## config.mk

```make
export PLATFORM = sky130hd
export DESIGN_NAME = hdx_serial_master
export DESIGN_NICKNAME = d
export VERILOG_FILES = /design/src/rtl/hdx_pkg.sv /design/src/rtl/hdx_half_timer.sv /design/src/rtl/hdx_tx_shift.sv /design/src/rtl/hdx_rx_shift.sv /design/src/rtl/hdx_serial_master.sv
export SDC_FILE = /design/constraint.sdc
export NUM_CORES = 1
export LEC_CHECK = 0
export BUFFER_PORTS_ARGS = -buffer_cell sky130_fd_sc_hd__buf_2
export CAP_MARGIN = 20
export CORE_UTILIZATION = 45
export DETAILED_ROUTE_END_ITERATION = 6
export GPL_TIMING_DRIVEN = 0
export SETUP_SLACK_MARGIN = 0.05
export SYNTH_ARGS = -nofsm -noshare
export SYNTH_HDL_FRONTEND = slang
export SYNTH_SLANG_ARGS = --single-unit
```

## constraint.sdc

```tcl
create_clock -name clk_i -period 8.7 [get_ports clk_i]
set_clock_uncertainty 0.15 [all_clocks]
set_input_delay 1.74 -clock clk_i [delete_from_list [all_inputs] [get_ports clk_i]]
set_output_delay 1.74 -clock clk_i [all_outputs]
set_load 0.02 [all_outputs]
```

## src/rtl/hdx_pkg.sv

```systemverilog
package hdx_pkg;
  typedef enum logic [1:0] {
    ST_IDLE = 2'd0,
    ST_RUN  = 2'd1,
    ST_TAIL = 2'd2,
    ST_GAP  = 2'd3
  } hdx_state_e;
endpackage

```

## src/rtl/hdx_half_timer.sv

```systemverilog
module hdx_half_timer #(
  parameter int DIV_W = 8
) (
  input  logic             clk_i,
  input  logic             rst_ni,
  input  logic             run_i,
  input  logic [DIV_W-1:0] div_i,
  output logic             tick_o
);
  logic [DIV_W-1:0] cnt_q, cnt_d, div_eff;

  assign div_eff = (div_i == '0) ? DIV_W'(1) : div_i;
  assign tick_o  = run_i && (cnt_q == div_eff - 1'b1);

  always_comb begin
    if (!run_i || tick_o) cnt_d = '0;
    else                  cnt_d = cnt_q + 1'b1;
  end

  always_ff @(posedge clk_i or negedge rst_ni) begin
    if (!rst_ni) cnt_q <= '0;
    else         cnt_q <= cnt_d;
  end

  // the count advances by one per cycle inside a half-period
  a_r3_count_step: assert property (@(posedge clk_i) disable iff (!rst_ni)
    (run_i && !tick_o) |=> (!run_i || cnt_q == $past(cnt_q) + 1'b1));
endmodule

```

## src/rtl/hdx_tx_shift.sv

```systemverilog
module hdx_tx_shift #(
  parameter int W = 8
) (
  input  logic         clk_i,
  input  logic         rst_ni,
  input  logic         load_i,
  input  logic [W-1:0] byte_i,
  input  logic         shift_i,
  input  logic         stop_i,
  output logic         sdo_o
);
  logic [W-1:0] sr_q, sr_d;
  logic         on_q, on_d;

  always_comb begin
    sr_d = sr_q;
    on_d = on_q;
    if (load_i) begin
      sr_d = byte_i;
      on_d = 1'b1;
    end else begin
      if (shift_i) sr_d = {sr_q[W-2:0], 1'b0};
      if (stop_i)  on_d = 1'b0;
    end
  end

  always_ff @(posedge clk_i or negedge rst_ni) begin
    if (!rst_ni) begin
      sr_q <= '0;
      on_q <= 1'b0;
    end else begin
      sr_q <= sr_d;
      on_q <= on_d;
    end
  end

  assign sdo_o = on_q & sr_q[W-1];

  // the byte's MSB reaches the line one cycle after loading
  a_r2_msb_first: assert property (@(posedge clk_i) disable iff (!rst_ni)
    load_i |=> (sdo_o == $past(byte_i[W-1])));
endmodule

```

## src/rtl/hdx_rx_shift.sv

```systemverilog
module hdx_rx_shift #(
  parameter int W = 16
) (
  input  logic         clk_i,
  input  logic         rst_ni,
  input  logic         clear_i,
  input  logic         sample_i,
  input  logic         sdi_i,
  output logic [W-1:0] data_o
);
  logic [W-1:0] data_q, data_d;

  always_comb begin
    data_d = data_q;
    if (clear_i)       data_d = '0;
    else if (sample_i) data_d = {data_q[W-2:0], sdi_i};
  end

  always_ff @(posedge clk_i or negedge rst_ni) begin
    if (!rst_ni) data_q <= '0;
    else         data_q <= data_d;
  end

  assign data_o = data_q;

  // no sampling at a frame start edge
  a_r5_clear_sample_excl: assert property (@(posedge clk_i) disable iff (!rst_ni)
    clear_i |-> !sample_i);
endmodule

```

## src/rtl/hdx_serial_master.sv

```systemverilog
module hdx_serial_master
  import hdx_pkg::*;
#(
  parameter int DIV_W    = 8,
  parameter int CTRL_W   = 8,
  parameter int RESP_MIN = 4,
  parameter int RESP_MAX = 16
) (
  input  logic                         clk_i,
  input  logic                         rst_ni,
  input  logic [DIV_W-1:0]             div_i,
  input  logic [$clog2(RESP_MAX+1)-1:0] resp_len_i,
  input  logic                         cont_i,
  input  logic                         cmd_valid_i,
  input  logic [CTRL_W-1:0]            cmd_byte_i,
  output logic                         cmd_ready_o,
  input  logic                         sdi_i,
  output logic                         sclk_o,
  output logic                         fsel_no,
  output logic                         sdo_o,
  output logic [RESP_MAX-1:0]          rsp_word_o,
  output logic                         rsp_valid_o
);
  localparam int LEN_W = $clog2(RESP_MAX + 1);
  localparam int HC_W  = $clog2(2 * (CTRL_W + 1 + RESP_MAX));
  localparam logic [HC_W-1:0] CTRL_LAST_HALF = HC_W'(2 * CTRL_W - 1);
  localparam logic [HC_W-1:0] RESP_FIRST_H   = HC_W'(2 * (CTRL_W + 1));

  function automatic logic [LEN_W-1:0] clamp_len(input logic [LEN_W-1:0] l);
    if (l < LEN_W'(RESP_MIN)) return LEN_W'(RESP_MIN);
    if (l > LEN_W'(RESP_MAX)) return LEN_W'(RESP_MAX);
    return l;
  endfunction

  hdx_state_e          state_q, state_d;
  logic [HC_W-1:0]     hcnt_q, hcnt_d, last_half;
  logic                sclk_q, sclk_d, fsel_q, fsel_d, vld_q, vld_d;
  logic [LEN_W-1:0]    len_q, len_d, len_eff;
  logic [RESP_MAX-1:0] word_q, word_d, rx_data;
  logic                tick, in_run, at_last, chain, accept;
  logic                tx_shift, tx_stop, rx_sample;

  assign len_eff   = clamp_len(resp_len_i);
  assign last_half = HC_W'({len_q, 1'b0}) + HC_W'(2 * CTRL_W + 1);
  assign in_run    = (state_q == ST_RUN);
  assign at_last   = in_run && (hcnt_q == last_half);
  assign chain     = at_last && tick && cont_i && cmd_valid_i;

  assign cmd_ready_o = (state_q == ST_IDLE) || (at_last && tick && cont_i);
  assign accept      = cmd_valid_i && cmd_ready_o;

  assign tx_shift  = in_run && tick && hcnt_q[0] && (hcnt_q < CTRL_LAST_HALF);
  assign tx_stop   = in_run && tick && (hcnt_q == CTRL_LAST_HALF);
  assign rx_sample = in_run && tick && !hcnt_q[0] && (hcnt_q >= RESP_FIRST_H);

  hdx_half_timer #(.DIV_W(DIV_W)) timer_i (
    .clk_i  (clk_i),
    .rst_ni (rst_ni),
    .run_i  (state_q != ST_IDLE),
    .div_i  (div_i),
    .tick_o (tick)
  );

  hdx_tx_shift #(.W(CTRL_W)) tx_i (
    .clk_i   (clk_i),
    .rst_ni  (rst_ni),
    .load_i  (accept),
    .byte_i  (cmd_byte_i),
    .shift_i (tx_shift),
    .stop_i  (tx_stop),
    .sdo_o   (sdo_o)
  );

  hdx_rx_shift #(.W(RESP_MAX)) rx_i (
    .clk_i    (clk_i),
    .rst_ni   (rst_ni),
    .clear_i  (accept),
    .sample_i (rx_sample),
    .sdi_i    (sdi_i),
    .data_o   (rx_data)
  );

  always_comb begin
    state_d = state_q;
    hcnt_d  = hcnt_q;
    sclk_d  = sclk_q;
    fsel_d  = fsel_q;
    len_d   = len_q;
    vld_d   = 1'b0;
    word_d  = word_q;
    unique case (state_q)
      ST_IDLE: begin
        if (cmd_valid_i) begin
          state_d = ST_RUN;
          hcnt_d  = '0;
          fsel_d  = 1'b0;
          len_d   = len_eff;
        end
      end
      ST_RUN: begin
        if (tick) begin
          if (at_last) begin
            sclk_d = 1'b0;
            if (chain) begin
              hcnt_d = '0;
              len_d  = len_eff;
              vld_d  = 1'b1;
              word_d = rx_data;
            end else begin
              state_d = ST_TAIL;
            end
          end else begin
            hcnt_d = hcnt_q + 1'b1;
            sclk_d = ~hcnt_q[0];
          end
        end
      end
      ST_TAIL: begin
        if (tick) begin
          fsel_d  = 1'b1;
          vld_d   = 1'b1;
          word_d  = rx_data;
          state_d = ST_GAP;
        end
      end
      ST_GAP: begin
        if (tick) state_d = ST_IDLE;
      end
      default: state_d = ST_IDLE;
    endcase
  end

  always_ff @(posedge clk_i or negedge rst_ni) begin
    if (!rst_ni) begin
      state_q <= ST_IDLE;
      hcnt_q  <= '0;
      sclk_q  <= 1'b0;
      fsel_q  <= 1'b1;
      len_q   <= LEN_W'(RESP_MIN);
      vld_q   <= 1'b0;
      word_q  <= '0;
    end else begin
      state_q <= state_d;
      hcnt_q  <= hcnt_d;
      sclk_q  <= sclk_d;
      fsel_q  <= fsel_d;
      len_q   <= len_d;
      vld_q   <= vld_d;
      word_q  <= word_d;
    end
  end

  assign sclk_o      = sclk_q;
  assign fsel_no     = fsel_q;
  assign rsp_word_o  = word_q;
  assign rsp_valid_o = vld_q;

  // quiet lines while idle
  a_r1_idle_lines: assert property (@(posedge clk_i) disable iff (!rst_ni)
    (state_q == ST_IDLE) |-> (!sclk_q && fsel_q && !sdo_o && !vld_q));
  // transmit line low once the control byte has gone
  a_r5_sdo_quiet: assert property (@(posedge clk_i) disable iff (!rst_ni)
    (in_run && hcnt_q >= CTRL_LAST_HALF + 1'b1) |-> !sdo_o);
  // serial clock moves only on a half-period tick
  a_r3_sclk_on_tick: assert property (@(posedge clk_i) disable iff (!rst_ni)
    !$stable(sclk_q) |-> $past(tick));
  // half counter never passes the frame length
  a_r6_hcnt_bound: assert property (@(posedge clk_i) disable iff (!rst_ni)
    in_run |-> (hcnt_q <= last_half));
  // a strobe with the select high coincides with its release
  a_r8_valid_on_release: assert property (@(posedge clk_i) disable iff (!rst_ni)
    (vld_q && fsel_q) |-> $rose(fsel_q));
  // a strobe with the select low marks a chained restart
  a_r9_chain_restart: assert property (@(posedge clk_i) disable iff (!rst_ni)
    (vld_q && !fsel_q) |-> (in_run && hcnt_q == '0 && !sclk_q));
endmodule

```

* Word-level counts from Yosys, hierarchy flattened
Index checks and enable logic that the tools add are counted.
** Cells by class
- Add/sub/neg operators :: 4
- Order comparisons :: 4
- Eq/ne operators :: 14
- Mux-type cells :: 46
- Bitwise operators :: 2
- Reductions and logical operators :: 31
** Operators by type and width (count)
- 2-to-1 mux 16 bit :: 6
- 2-to-1 mux 5 bit :: 8
- 2-to-1 mux 8 bit :: 4
- case mux 16 bit (2 select lines) :: 1
- 2-to-1 mux 6 bit :: 4
- nonzero test 2 bit :: 7
- logical AND 1 bit :: 12
- 2-to-1 mux 1 bit :: 12
- 2-to-1 mux 2 bit :: 6
- inequality test 2 bit, second input constant :: 6
- case mux 6 bit (2 select lines) :: 1
- case mux 5 bit (2 select lines) :: 1
- AND reduction 5 bit :: 2
- adder 8 x 1 -> 8 bit, second input constant :: 1
- equality test 8 bit :: 1
- logical NOT 8 bit :: 1
- case mux 2 bit (4 select lines) :: 1
- subtractor 8 x 1 -> 8 bit, second input constant :: 1
- adder 6 x 1 -> 6 bit, second input constant :: 1
- adder 6 x 5 -> 6 bit, second input constant :: 1
- equality test 6 x 4 -> 1 bit, second input constant :: 1
- equality test 6 bit :: 1
- >= comparator 6 x 5 -> 1 bit, second input constant :: 1
- < comparator 6 x 4 -> 1 bit, second input constant :: 1
- other kinds (16) :: 20
** Word-level totals
- Register bits after elaboration :: 65
- Output and inout bits :: 21
- Word-level logic and storage cells :: 112

* Depth between registers and ports, before layout
Gate-level depths: netlist (run 1).
- Word-level depth :: 12
- Depth in mapped cells :: 14
- Mapped depth without buffers :: 11

* Hierarchy
Synthesis (run 1) repeated with hierarchy kept, for this count alone.
** Second synthesis, totals
- Cells, all modules :: 342
- Area total of the unflattened synthesis :: 3607.2 µm²
** By module, submodules not included
- hdx_serial_master :: times used 1, cells each 152, area each 1750.4 µm²
- hdx_half_timer :: times used 1, cells each 100, area each 779.5 µm²
- hdx_rx_shift :: times used 1, cells each 52, area each 660.6 µm²
- hdx_tx_shift :: times used 1, cells each 38, area each 416.6 µm²

* Worst setup path after synthesis (run 1)
Ideal clock, no wire load.
- Path kind :: input-to-output
- From :: in div_i[3]
- To :: out cmd_ready_o
- Data arrival time :: 4132 ps
- Data required time :: 6810 ps
- Path slack :: 2678 ps
- Stages on the path :: 10
- Path buffers :: 0
- Cell sequence :: or4_4 nor2_8 a21oi_1 ha_1 xor2_1 o221ai_1 and2b_1 a32oi_4 nor3_1 or2_2
** Between the ends
- Word-level cells in the longest chain between the ends :: 8
** RTL lines
- from (decl) :: line hdx_serial_master.sv:11 : input logic [DIV_W-1:0] div_i,
- logical NOT 8 bit :: line hdx_half_timer.sv:12 : assign div_eff = (div_i == '0) ? DIV_W'(1) : div_i;
- 2-to-1 mux 8 bit (*) :: line hdx_half_timer.sv:12
- subtractor 8 x 1 -> 8 bit (*) :: line hdx_half_timer.sv:13 : assign tick_o = run_i && (cnt_q == div_eff - 1'b1);
- equality test 8 bit (*) :: line hdx_half_timer.sv:13
- logical AND 1 bit (*) :: line hdx_half_timer.sv:13
- logical AND 1 bit (*) (2 in series) :: line hdx_serial_master.sv:49 : assign cmd_ready_o = (state_q == ST_IDLE) || (at_last && tick && cont_i);
- logical OR 1 bit (*) :: line hdx_serial_master.sv:49
- to (decl) :: line hdx_serial_master.sv:16 : output logic cmd_ready_o,
Mark *: on every way between the ends. The rest lies on a longest branch, timed or not.

* Worst setup path after layout (run 1)
Ends and elaborated chain as after synthesis.

==> results.sh, run 1 <==
export IMPL_status="finished clean"
export IMPL_area_growth_pct=16.7
export IMPL_ys_ff_latch=65
export IMPL_dpl_cell_count=449
export IMPL_wl_um=6410
export IMPL_grt_ovfl_total=0
export IMPL_critPathKind="in -> out"
export IMPL_dp_hpwl_um=4630
export IMPL_instances_no_fill=465
export IMPL_synth_compound_area_share_pct=8.10
export IMPL_slew_violations=0
export IMPL_syn_area_mm2=0.00346
export IMPL_finalSetupViolCount=0
export IMPL_seq_power_share_pct=46.4
export IMPL_synth_edf_count=0
export IMPL_first_global_vias=2397
export IMPL_routabilityCongestion=0.800
export IMPL_htree_num_levels=3
export IMPL_ys_top_cells_by_count="dfrtp_1 (63), nor2_1 (38), mux2_2 (29), mux2i_1 (19)"
export IMPL_yosys_warnings=0
export IMPL_synth_area_leaders="dfrtp_1 (46%), mux2_2 (9.4%), mux2i_1 (5.5%), nor2_1 (4.1%), ha_1 (2.9%)"
export IMPL_netlist_area_leader_share_pct=45.6
export IMPL_endpoint_kind="output port"
export IMPL_final_antenna_net_count=0
export IMPL_critPathRequiredTime_ps=6810
export IMPL_antenna_found_initial=0
export IMPL_swShare_pct=27.8
export IMPL_yosysMostFrequentCell="dfrtp_1"
export IMPL_cp_start_kind="input pin"
export IMPL_rows=31
export IMPL_coreArea_mm2=0.00733
export IMPL_postCtsSetupRepairBufs=0
export IMPL_yosys_most_used_dff="dfrtp_1"
export IMPL_via_per_inst=5.22
export IMPL_arrival_ps=4560
export IMPL_async_flop_share_pct=100
export IMPL_clkPwrFrac_pct=37.3
export IMPL_period_needed_ps=6450
export IMPL_numPortBuffers=45
export IMPL_route_detailed_drc=0
export IMPL_fmax_mhz=155
export IMPL_synth_top_family_by_area="multiplexers"
export IMPL_power_density_mw_per_mm2=188
export IMPL_cts_tree="built"
export IMPL_synthSimpleGateAreaFrac_pct=16.1
export IMPL_wire_per_inst_um=13.8
export IMPL_maxCapViolCount=0
export IMPL_cts_hold_buf=0
export IMPL_clk_insertion_delay_late_ps=340
export IMPL_yosys_area_top_type="dfrtp_1"
export IMPL_die_h_um=89.7
export IMPL_grt_util_all_layers_pct=18.1
export IMPL_numCtsBuffers=9
export IMPL_switchingPower_uw=211
export IMPL_peakVddDrop_mv=0.0878
export IMPL_seq_area_frac_synth_pct=47.1
export IMPL_clkSinkCount=65
export IMPL_syn_inst=304
export IMPL_synth_xor_area_share_pct=5.07
export IMPL_grt_pass1_wl_um=10900
export IMPL_crit_fanout=10
export IMPL_rsz0062_at_grt="false"
export IMPL_drt_iter0_drc=87
export IMPL_die_w_um=89.7
export IMPL_muxShareOfSynthArea_pct=17.4
export IMPL_synth_nets=338
export IMPL_max_slew_margin_pct=33.7
export IMPL_synthAdderAreaFrac_pct=2.89
export IMPL_cts_resized=0
export IMPL_power_leakage_nw=2.12
export IMPL_clk_pin_slew_worst_paths_ps=70
export IMPL_intPower_uw=548
export IMPL_postSynthAreaPerCell_um2=11.4
export IMPL_n_antenna_cell=0
export IMPL_finalCritPeriodShare_pct=74.1
export IMPL_initial_core_util_pct=47.2
export IMPL_dr_pass1_iters=5
export IMPL_grt_max_degree=66
export IMPL_worst_pin_slew_ps=993
export IMPL_netlist_cell_type_count=53
export IMPL_hold_slack_ps=338
export IMPL_hold_class="reg -> reg"
export IMPL_drive_gt1_share_pct=32.2
export IMPL_dieArea_mm2=0.00804
export IMPL_vias=2427
export IMPL_clockBufferDepth=2
export IMPL_root_buffer="clkbuf_8"
export IMPL_final_util_pct=55.0
export IMPL_io_pin_count=47
export IMPL_comb_power_share_pct=16.3
export IMPL_hold_viol_final=0
export IMPL_final_setup_tns_ps=0
export IMPL_fin_nets=395
layer usage:
layer,up-vias,share of wire (%),wire [um],GRT usage [%]
met2,53,47,2990,29.1
met5,-,0,0,0
li1,1189,-,-,-
met3,10,4.0,258,4.11
met1,1175,47,3040,23.3
met4,0,1.7,112,8.37
through the flow:
step / setup WS (ps) / area (um2) / power (mW)
detailed placement: 2220 / 3810 / 0.482
global route: 2100 / 4040 / 0.797
global placement: 2200 / 3810 / 0.479
finish: 2250 / 4040 / 0.759
floorplan: 2680 / 3460 / 0.443
CTS: 2210 / 4040 / 0.767
worst max-delay path, cell delays in order:
cell and delay (ps):
buf_2 140, or4_4 610, nor2_8 150, a21oi_1 80
ha_1 240, nor3b_1 160, xnor2_1 320, nor3b_1 140
a32oi_4 400, nor3_1 120, or2_2 290, buf_2 160
cells by family (layout without fill, tap and decap cells):
kind of cell,count (synthesis),after routing
AOI/OAI and AO/OA,34,34
xor gates and xnor gates,20,20
adders and majority gates,8,8
buffers and inverters,24,86
muxes,55,55
DFF,65,65
and+or+nand+nor,98,98
power groups by stage:
stage / registers, mW / clock network, mW / logic (mW)
after floorplan: 0.353 / 0 / 0.0907
after global placement: 0.356 / 0 / 0.122
after detailed placement: 0.358 / 0 / 0.124
after CTS: 0.352 / 0.290 / 0.125
after global routing: 0.356 / 0.302 / 0.139
final: 0.352 / 0.283 / 0.124
registers in the layout, indices dropped and copies added, names as in the netlist:
| register | cells |
|---|---|
| sclk_o | 1 |
| state_q | 2 |
| rsp_word_o | 16 |
| fsel_no | 1 |
| len_q | 5 |
| rsp_valid_o | 1 |
| timer_i.cnt_q | 8 |
| tx_i.on_q | 1 |
| tx_i.sr_q | 8 |
| rx_i.data_o | 16 |
| hcnt_q | 6 |
layout by cell type (no fill, tap or decap), drive strengths merged, types with 9 or more instances in the layout:
master  netlist  final
buf           8     54
clkbuf        5     16
dfrtp        63     63
inv          11     11
mux2         36     36
mux2i        19     19
nand3         9      9
nor2         39     39
xnor2        11     11
xor2          9      9
final cells by class:
type                    count  area (um2)
fillers                   660        3300
multi-input cells         215        1710
flip-flops and latches     65        1630
repair buffers             46         233
clock buffers              11         141
well taps                  99         124
clock inverters             5        78.8
plain buffers              13        73.8
inverters                  11        41.3
final timing paths:
check / startpoint / to / slack (ps) / cells after the start
setup / recovery: div_i[3] / cmd_ready_o / 2250 / 12
hold / removal: sclk_o$_DFFE_PN0N_ / sclk_o$_DFFE_PN0N_ / 340 / 1
setup reg to reg: hcnt_q[4]$_DFFE_PN0P_ / rsp_word_o[3]$_DFFE_PN0P_ / 5370 / 8
hold reg to reg: sclk_o$_DFFE_PN0N_ / sclk_o$_DFFE_PN0N_ / 340 / 1
max in group asynchronous: rst_ni / rx_i.data_o[0]$_DFFE_PN0P_ / 6540 / 1
min in group asynchronous: rst_ni / len_q[3]$_DFFE_PN0P_ / 1330 / 1
No activity file was read; power rests on OpenSTA's default activity.
==> run 2, diff against run 1 <==
- PLACE_DENSITY: default -> 0.67
- clock period: 8.7 -> 5.9 ns (I/O delays scaled with it)
==> run 2 against run 1 <==
Flip-flop and latch count stayed put. Power grew 35%. Critical endpoint unchanged. Setup slack got worse by 1700 ps. Via count barely moved. Highest routed layer unchanged. Final cell count is the same. Largest cell class unchanged. Core utilization decreased by 0.73 points. Critical path depth is the same. Worst hold slack worse by 9.5 ps. Non-clock buffer count stayed put. Final area down 1.3%.
==> results.sh, run 2 (synthesis results as in run 1) <==
export IMPL_status="finished clean"
export IMPL_wire_per_inst_um=13.8
export IMPL_die_h_um=89.7
export IMPL_route_detailed_drc=0
export IMPL_min_delay_start="sclk_o$_DFFE_PN0N_"
export IMPL_antenna_found_initial=0
export IMPL_grt_pass1_wl_um=10700
export IMPL_fmax_mhz=188
export IMPL_power_leakage_nw=2.08
export IMPL_finalSetupViolCount=0
export IMPL_n_antenna_cell=0
export IMPL_final_setup_tns_ps=0
export IMPL_wl_um=6430
export IMPL_layout_commonest_cell="dfrtp_1"
export IMPL_rows=31
export IMPL_top_layer_used="met4"
export IMPL_max_slew_margin_pct=31.9
export IMPL_numCtsBuffers=9
export IMPL_wl_met2_um=3050
export IMPL_arrival_ps=4000
export IMPL_clk_pin_slew_worst_paths_ps=70
export IMPL_area_growth_pct=15.1
export IMPL_finalCritPeriodShare_pct=90.3
export IMPL_clkSinkCount=65
export IMPL_maxCapViolCount=0
export IMPL_drt_iter0_drc=128
export IMPL_cp_start_kind="input pin"
export IMPL_die_w_um=89.7
export IMPL_cts_resized=0
export IMPL_hold_viol_final=0
export IMPL_critPathKind="in -> out"
export IMPL_crit_start="div_i[3]"
export IMPL_htree_num_levels=3
export IMPL_hold_class="reg -> reg"
export IMPL_wirelength_met1_um=3010
export IMPL_fin_nets=395
export IMPL_root_buffer="clkbuf_8"
export IMPL_cts_hold_buf=0
export IMPL_cts_tree="built"
export IMPL_slew_violations=0
export IMPL_power_density_mw_per_mm2=258
export IMPL_postCtsSetupRepairBufs=0
export IMPL_grt_max_degree=66
export IMPL_routabilityCongestion=0.837
export IMPL_dr_pass1_iters=4
export IMPL_final_antenna_net_count=0
export IMPL_wl_met3_um=314
export IMPL_grt_util_all_layers_pct=17.6
export IMPL_vias=2426
export IMPL_coreArea_mm2=0.00733
export IMPL_rsz0062_at_grt="false"
export IMPL_dieArea_mm2=0.00804
export IMPL_clockBufferDepth=2
export IMPL_mostFrequentLayoutCells="dfrtp_1 (63), buf_2 (49), nor2_1 (38), mux2_2 (29), mux2i_1 (19)"
export IMPL_clk_insertion_delay_late_ps=330
export IMPL_final_util_pct=54.3
export IMPL_peakVddDrop_mv=0.176
export IMPL_grt_ovfl_total=0
export IMPL_worst_pin_slew_ps=1020
export IMPL_critPathRequiredTime_ps=4570
export IMPL_io_pin_count=47
export IMPL_initial_core_util_pct=47.2
export IMPL_crit_fanout=10
export IMPL_via_per_inst=5.22
export IMPL_drive_gt1_share_pct=32.0
export IMPL_first_global_vias=2358
export IMPL_endpoint_kind="output port"
export IMPL_numPortBuffers=45
export IMPL_dp_hpwl_um=4600
export IMPL_period_needed_ps=5330
export IMPL_r2r_start="hcnt_q[4]$_DFFE_PN0P_"
## run 2: power by group
group          switching [mW]  leakage, nW  internal (mW)
logic                   0.101         1.13         0.0830
registers              0.0423        0.872          0.477
clock network           0.171       0.0753          0.151
## run 2: worst paths after layout
path                                                   end  slack (ps)  cells past startpoint
worst max-delay path                           cmd_ready_o         570                     12
worst min register to register          sclk_o$_DFFE_PN0N_         330                      1
worst max register to register  rsp_word_o[11]$_DFFE_PN0P_        2590                      8
worst min-delay path                    sclk_o$_DFFE_PN0N_         330                      1
max in group asynchronous       rsp_word_o[12]$_DFFE_PN0P_        4280                      1
min in group asynchronous         tx_i.sr_q[2]$_DFFE_PN0P_         780                      1
## run 2: stage by stage
stage	power (mW)	setup slack [ps]	cells	hold WS (ps)	area, um2
floorplan	0.654	998	304	309	3460
global placement	0.703	561	448	313	3810
detailed placement	0.711	537	448	315	3810
CTS	1.03	531	464	331	3970
global route	1.08	445	465	351	3980
finish	1.03	572	465	328	3980
## run 2: layer usage
layer  vias up  global-route usage (%)
li1       1190                       -
met1      1179                    23.4
met2        52                    28.5
met3         5                    4.57
met4         0                    4.76
met5         -                       0
## run 2: worst max-delay path, stage by stage
cell     delay [ps]
buf_2           130
or4_4           600
nor2_8          150
a21oi_1          80
ha_1            250
nor3b_1         170
xnor2_1         310
nor3b_1         130
a32oi_4         400
nor3_1          120
or2_2           300
buf_2           160
## run 2: cell type report
class	instances	area, um2
fillers	670	3350
multi-input cells	215	1710
flip-flops and latches	65	1630
repair buffers	46	235
clock buffers	11	131
well taps	99	124
plain buffers	13	73.8
inverters	11	41.3
clock inverters	5	32.5
